$ cat src/rtl/bpar_pkg.sv
package bpar_pkg;

    localparam int REG_W     = 16;
    localparam int FLAG_BIT  = 15;
    localparam int FORCE_BIT = 14;
    localparam int ODD_BIT   = 13;
    localparam int MODE_HI   = 12;
    localparam int MODE_LO   = 11;

    typedef enum logic [1:0] {
        AREA_NONE    = 2'b00,
        AREA_DRAM    = 2'b01,
        AREA_DRAM_A2 = 2'b10,
        AREA_RSVD    = 2'b11
    } area_mode_e;

    typedef enum logic [1:0] {
        FLG_CLEAN = 2'b00,
        FLG_SET   = 2'b01,
        FLG_ARMED = 2'b10
    } flag_state_e;

    typedef struct packed {
        logic       force_hi;
        logic       odd;
        area_mode_e mode;
    } par_cfg_t;

endpackage

$ cat src/rtl/bpar_byte_par.sv
module bpar_byte_par #(
    parameter int W = 8
) (
    input  logic [W-1:0] d,
    input  logic         odd,
    output logic         p
);
    // Reduction XOR gives the even-parity bit; odd polarity inverts it.
    assign p = (^d) ^ odd;
endmodule

$ cat src/rtl/bpar_cfg_reg.sv
module bpar_cfg_reg
    import bpar_pkg::*;
(
    input  logic             clk,
    input  logic             rst_n,
    input  logic             wr_en,
    input  logic [REG_W-1:0] wdata,
    output par_cfg_t         cfg
);
    // Bit 15 belongs to the flag machine; bits 10:0 hold nothing.
    logic unused_wbits;
    assign unused_wbits = ^{wdata[FLAG_BIT], wdata[MODE_LO-1:0]};

    always_ff @(posedge clk) begin
        if (!rst_n) begin
            cfg <= '0;
        end else if (wr_en) begin
            cfg.force_hi <= wdata[FORCE_BIT];
            cfg.odd      <= wdata[ODD_BIT];
            cfg.mode     <= area_mode_e'(wdata[MODE_HI:MODE_LO]);
        end
    end
endmodule

$ cat src/rtl/bpar_datapath.sv
module bpar_datapath
    import bpar_pkg::*;
#(
    parameter int DATA_W = 16,
    parameter int BYTE_W = 8,
    localparam int NB    = DATA_W / BYTE_W
) (
    input  par_cfg_t          cfg,
    input  logic              bus_valid,
    input  logic              bus_write,
    input  logic              bus_in_dram,
    input  logic              bus_in_area2,
    input  logic [DATA_W-1:0] bus_data,
    input  logic [NB-1:0]     bus_par_in,
    output logic [NB-1:0]     par_out,
    output logic              chk_err
);
    logic          area_on;
    logic          drive_en;
    logic [NB-1:0] exp_par;

    // Area decode from the mode field; reserved code behaves as off.
    always_comb begin
        unique case (cfg.mode)
            AREA_DRAM:    area_on = bus_in_dram;
            AREA_DRAM_A2: area_on = bus_in_dram | bus_in_area2;
            AREA_NONE:    area_on = 1'b0;
            AREA_RSVD:    area_on = 1'b0;
        endcase
    end

    // One parity tree per byte lane.
    for (genvar b = 0; b < NB; b++) begin : g_lane
        bpar_byte_par #(.W(BYTE_W)) u_bp (
            .d   (bus_data[b*BYTE_W +: BYTE_W]),
            .odd (cfg.odd),
            .p   (exp_par[b])
        );
    end

    assign drive_en = bus_valid & bus_write;

    always_comb begin
        if (!drive_en) begin
            par_out = '0;
        end else if (cfg.force_hi) begin
            par_out = '1;
        end else if (area_on) begin
            par_out = exp_par;
        end else begin
            par_out = '0;
        end
    end

    assign chk_err = bus_valid & ~bus_write & area_on & (bus_par_in != exp_par);
endmodule

$ cat src/rtl/bpar_err_fsm.sv
module bpar_err_fsm
    import bpar_pkg::*;
(
    input  logic clk,
    input  logic rst_n,
    input  logic chk_err,
    input  logic rd_ev,
    input  logic clr_wr,
    output logic flag,
    output logic err_pulse
);
    flag_state_e state_q, state_d;

    // State register.
    always_ff @(posedge clk) begin
        if (!rst_n) begin
            state_q   <= FLG_CLEAN;
            err_pulse <= 1'b0;
        end else begin
            state_q   <= state_d;
            err_pulse <= chk_err;
        end
    end

    // Next state: RAISE, ARM, CLEAR, REARM. A new error always wins.
    always_comb begin
        state_d = state_q;
        unique case (state_q)
            FLG_CLEAN: if (chk_err) state_d = FLG_SET;
            FLG_SET: begin
                if (chk_err)    state_d = FLG_SET;
                else if (rd_ev) state_d = FLG_ARMED;
            end
            FLG_ARMED: begin
                if (chk_err)     state_d = FLG_SET;
                else if (clr_wr) state_d = FLG_CLEAN;
            end
            default: state_d = FLG_CLEAN;
        endcase
    end

    // Outputs.
    always_comb begin
        flag = (state_q != FLG_CLEAN);
    end
endmodule

$ cat src/rtl/bpar_unit.sv
module bpar_unit
    import bpar_pkg::*;
#(
    parameter int DATA_W = 16,
    parameter int BYTE_W = 8
) (
    input  logic                     clk,
    input  logic                     rst_n,
    input  logic                     reg_sel,
    input  logic                     reg_rd,
    input  logic                     reg_wr,
    input  logic [REG_W-1:0]         reg_wdata,
    output logic [REG_W-1:0]         reg_rdata,
    input  logic                     bus_valid,
    input  logic                     bus_write,
    input  logic                     bus_in_dram,
    input  logic                     bus_in_area2,
    input  logic [DATA_W-1:0]        bus_data,
    input  logic [DATA_W/BYTE_W-1:0] bus_par_in,
    output logic [DATA_W/BYTE_W-1:0] par_out,
    output logic                     par_err_pulse
);
    localparam int NBYTES = DATA_W / BYTE_W;

    par_cfg_t cfg;
    logic     chk_err;
    logic     flag;
    logic     rd_ev;
    logic     wr_ev;
    logic     clr_wr;

    assign rd_ev  = reg_sel & reg_rd;
    assign wr_ev  = reg_sel & reg_wr;
    assign clr_wr = wr_ev & ~reg_wdata[FLAG_BIT];

    bpar_cfg_reg u_cfg (
        .clk   (clk),
        .rst_n (rst_n),
        .wr_en (wr_ev),
        .wdata (reg_wdata),
        .cfg   (cfg)
    );

    bpar_datapath #(.DATA_W(DATA_W), .BYTE_W(BYTE_W)) u_dp (
        .cfg          (cfg),
        .bus_valid    (bus_valid),
        .bus_write    (bus_write),
        .bus_in_dram  (bus_in_dram),
        .bus_in_area2 (bus_in_area2),
        .bus_data     (bus_data),
        .bus_par_in   (bus_par_in),
        .par_out      (par_out),
        .chk_err      (chk_err)
    );

    bpar_err_fsm u_fsm (
        .clk       (clk),
        .rst_n     (rst_n),
        .chk_err   (chk_err),
        .rd_ev     (rd_ev),
        .clr_wr    (clr_wr),
        .flag      (flag),
        .err_pulse (par_err_pulse)
    );

    always_comb begin
        reg_rdata                  = '0;
        reg_rdata[FLAG_BIT]        = flag;
        reg_rdata[FORCE_BIT]       = cfg.force_hi;
        reg_rdata[ODD_BIT]         = cfg.odd;
        reg_rdata[MODE_HI:MODE_LO] = cfg.mode;
    end
endmodule

$ cat config.mk
export PLATFORM = sky130hd
export DESIGN_NAME = bpar_unit
export DESIGN_NICKNAME = d
export VERILOG_FILES = /design/src/rtl/bpar_pkg.sv /design/src/rtl/bpar_byte_par.sv /design/src/rtl/bpar_cfg_reg.sv /design/src/rtl/bpar_datapath.sv /design/src/rtl/bpar_err_fsm.sv /design/src/rtl/bpar_unit.sv
export SDC_FILE = /design/constraint.sdc
export NUM_CORES = 1
export LEC_CHECK = 0
export BUFFER_PORTS_ARGS = -buffer_cell sky130_fd_sc_hd__buf_2
export CORE_ASPECT_RATIO = 1.1
export CORE_MARGIN = 2
export CORE_UTILIZATION = 35
export DETAILED_ROUTE_END_ITERATION = 10
export GPL_ROUTABILITY_DRIVEN = 0
export GPL_TIMING_DRIVEN = 0
export PLACE_DENSITY = 0.78
export SYNTH_ARGS = -nofsm -noshare
export SYNTH_HDL_FRONTEND = slang
export SYNTH_SLANG_ARGS = --single-unit
$ cat constraint.sdc
create_clock -name clk -period 2.3 [get_ports clk]
set_clock_uncertainty 0.2 [all_clocks]
set_input_delay 0.345 -clock clk [delete_from_list [all_inputs] [get_ports clk]]
set_output_delay 0.345 -clock clk [all_outputs]
set_load 0.01 [all_outputs]
==> results.txt <==
status: complete, no violations
Register Area: 140 sq um
Core Util, Final: 0.528
sequential area share after synthesis: 0.220
total iterations of the first detailed-routing run: 4
worst path arrival time: 1550 ps
fin nets: 168
detailed-route DRC error count: 0
CP cell instances: buf_2, xnor2_1, xnor3_1, xor2_1, a21oi_1, nor2_1, buf_2
Critical Path Start Type: primary input
async set-reset flop share out of synthesis: 0
layout cells sized above 1: 0.492
RSZ-0062 raised after global routing: false
clock root cell: clkbuf_4
Starting DRT DRC Count: 14
total clock sinks: 7
Final TNS setup: 0 ps
TritonCTS clock tree: done
Tcrit/Tclk final: 0.911
Cells after Synth: 71
die height: 48.8 um
post-DP HPWL: 1.10 mm
Initial Util: 0.366
WS Path Type: in2out
antenna cells: 0
Most used DFF post-synth: dfxtp_1
combinational share of power: 0.414
PwrDens: 453 mW/mm^2
clk buf depth: 2
Fin. Hold Viols: 0
Vias: 641
Net Sw Frac: 0.291
final-report setup violation count: 0
most common cell after layout, fill and taps aside: buf_2
P_sw: 0.121 mW
row count: 16
most used cell, CP: buf_2
maximum VDD drop: 0.000233 V
Power Internal: 0.296 mW
synthesized area per cell: 8.99 sq um
Seq pwr share: 0.311
Die ar.: 0.00218 sq mm
min cycle time layout: 2100 ps
static leakage: 0.512 nW
max-cap violation count: 0
average wire per standard cell: 9.20 um
Worst Hold Class: in2reg
Ports: 62
Crit path max-delay family: XOR/XNOR gates
largest net degree at the start of global routing: 7
Fillers: 173
die width: 44.7 um
synth unique cells: 22
Reg clk slew, reported paths: 50 ps
Congestion Overflow GR: 0
number of synthesized register bits: 7
most frequent cells in the layout: buf_2 (39), buf_4 (13), conb_1 (11)
Yosys warnings: 0
multi-input combinational cell area: 430 sq um
Setup Buffers After CTS: 0
crit path capture type: output port
synthesized area: 638 sq um
top achievable clock speed: 477 MHz
Vias/cell: 4.51
clock network fraction of total power: 0.275
global-route wire length before repair: 1.88 mm
slowest CP cell: xnor3_1
Hold Worst Slack: 127 ps
CP bufs+invs: 2
FF-to-FF setup slack: 600 ps
CP max stage delay: 450 ps
TritonCTS Buffers: 3
total track usage: 0.116
Core Region: 0.00174 sq mm
Crit Path Max Fanout: 2
initial antenna violation count: 0
count of pins over their slew limit: 0
depth of the CTS H-tree: 1
CTS Hold Bufs: 0
buffers added on ports: 39
number of global-route vias before repair: 506
DRT Wirelength: 1.31 mm
CTS-repair resized insts: 0
Post-synth EDFFs: 0
Routed Antenna Nets: 0
Skew-Pair Late Insertion Delay: 260 ps
Worst Path Required: 1750 ps
area grow syn2layout: 44.1%
-- registers in the layout, indices dropped and copies added (netlist names) --
name,flops
u_cfg.cfg,4
u_fsm.err_pulse,1
u_fsm.state_q,2
-- Yosys cell counts (all sizes together) (2+ instances only) --
library cell	n	area share
a21oi	6	0.047
buf	13	0.15
dfxtp	7	0.22
inv	2	0.012
nand2	8	0.047
nand3	4	0.031
nor2	3	0.018
o21ai	4	0.031
xnor2	10	0.17
xnor3	2	0.073
xor2	2	0.027
xor3	2	0.075
-- worst reg2reg max path: stages (launching register included) --
cell       delay, ps
dfxtp_1          360
xnor2_1          290
xor3_1           390
o2111ai_2        220
a221oi_1         110
-- cells by family (layout without fill, tap and decap cells) --
kind of cell / count (synthesis) / in the layout / share of synthesized area
AOI/OAI and AO/OA: 12 / 12 / 0.116
buffers and inverters: 15 / 58 / 0.165
and+or+nand+nor: 20 / 20 / 0.147
other: 1 / 11 / 0.00588
DFF: 7 / 7 / 0.220
xor gates and xnor gates: 16 / 16 / 0.347
-- power groups by stage --
stage                     Combinational, mW  Clock, mW  Sequential, mW
after floorplan                       0.126          0           0.133
after global placement                0.171          0           0.132
after detailed placement              0.174          0           0.132
after CTS                             0.175      0.114           0.130
after global routing                  0.187      0.118           0.130
final                                 0.173      0.115           0.130
-- per-layer routing --
layer  up-vias  GRT usage  share of wire
met5         -          0              0
met4         0     0.0758          0.026
met3         5     0.0296           0.19
met2        50      0.198           0.42
met1       267      0.121           0.36
li1        319          -              -
-- path summary, 6_finish.rpt --
check	from	end	depth (start not counted)
setup / recovery	bus_data[3]	par_out[0]	7
hold / removal	rst_n	u_fsm.state_q[1]$_SDFFE_PN0P_	2
setup reg to reg	u_cfg.cfg[2]$_SDFFE_PN0P_	u_fsm.state_q[0]$_SDFFE_PN0P_	4
hold reg to reg	u_cfg.cfg[1]$_SDFFE_PN0P_	u_cfg.cfg[1]$_SDFFE_PN0P_	2
-- metrics by stage --
step	area [sq um]	power, mW	worst slack (ps)	cells
final	920	0.417	204	142
after global routing	920	0.436	100	142
after CTS	920	0.419	185	142
after detailed placement	893	0.306	194	138
after global placement	893	0.303	225	138
after floorplan	676	0.259	457	81
-- final cells by class --
type / count / area share
Inverter: 2 / 0.00816
Multi-Input combinational cell: 59 / 0.468
Clock buffer: 4 / 0.0286
Buffer: 13 / 0.106
Timing Repair Buffer: 39 / 0.212
Tap cell: 18 / 0.0245
Sequential cell: 7 / 0.152
Note: power is estimated with default switching activity, not from simulation.
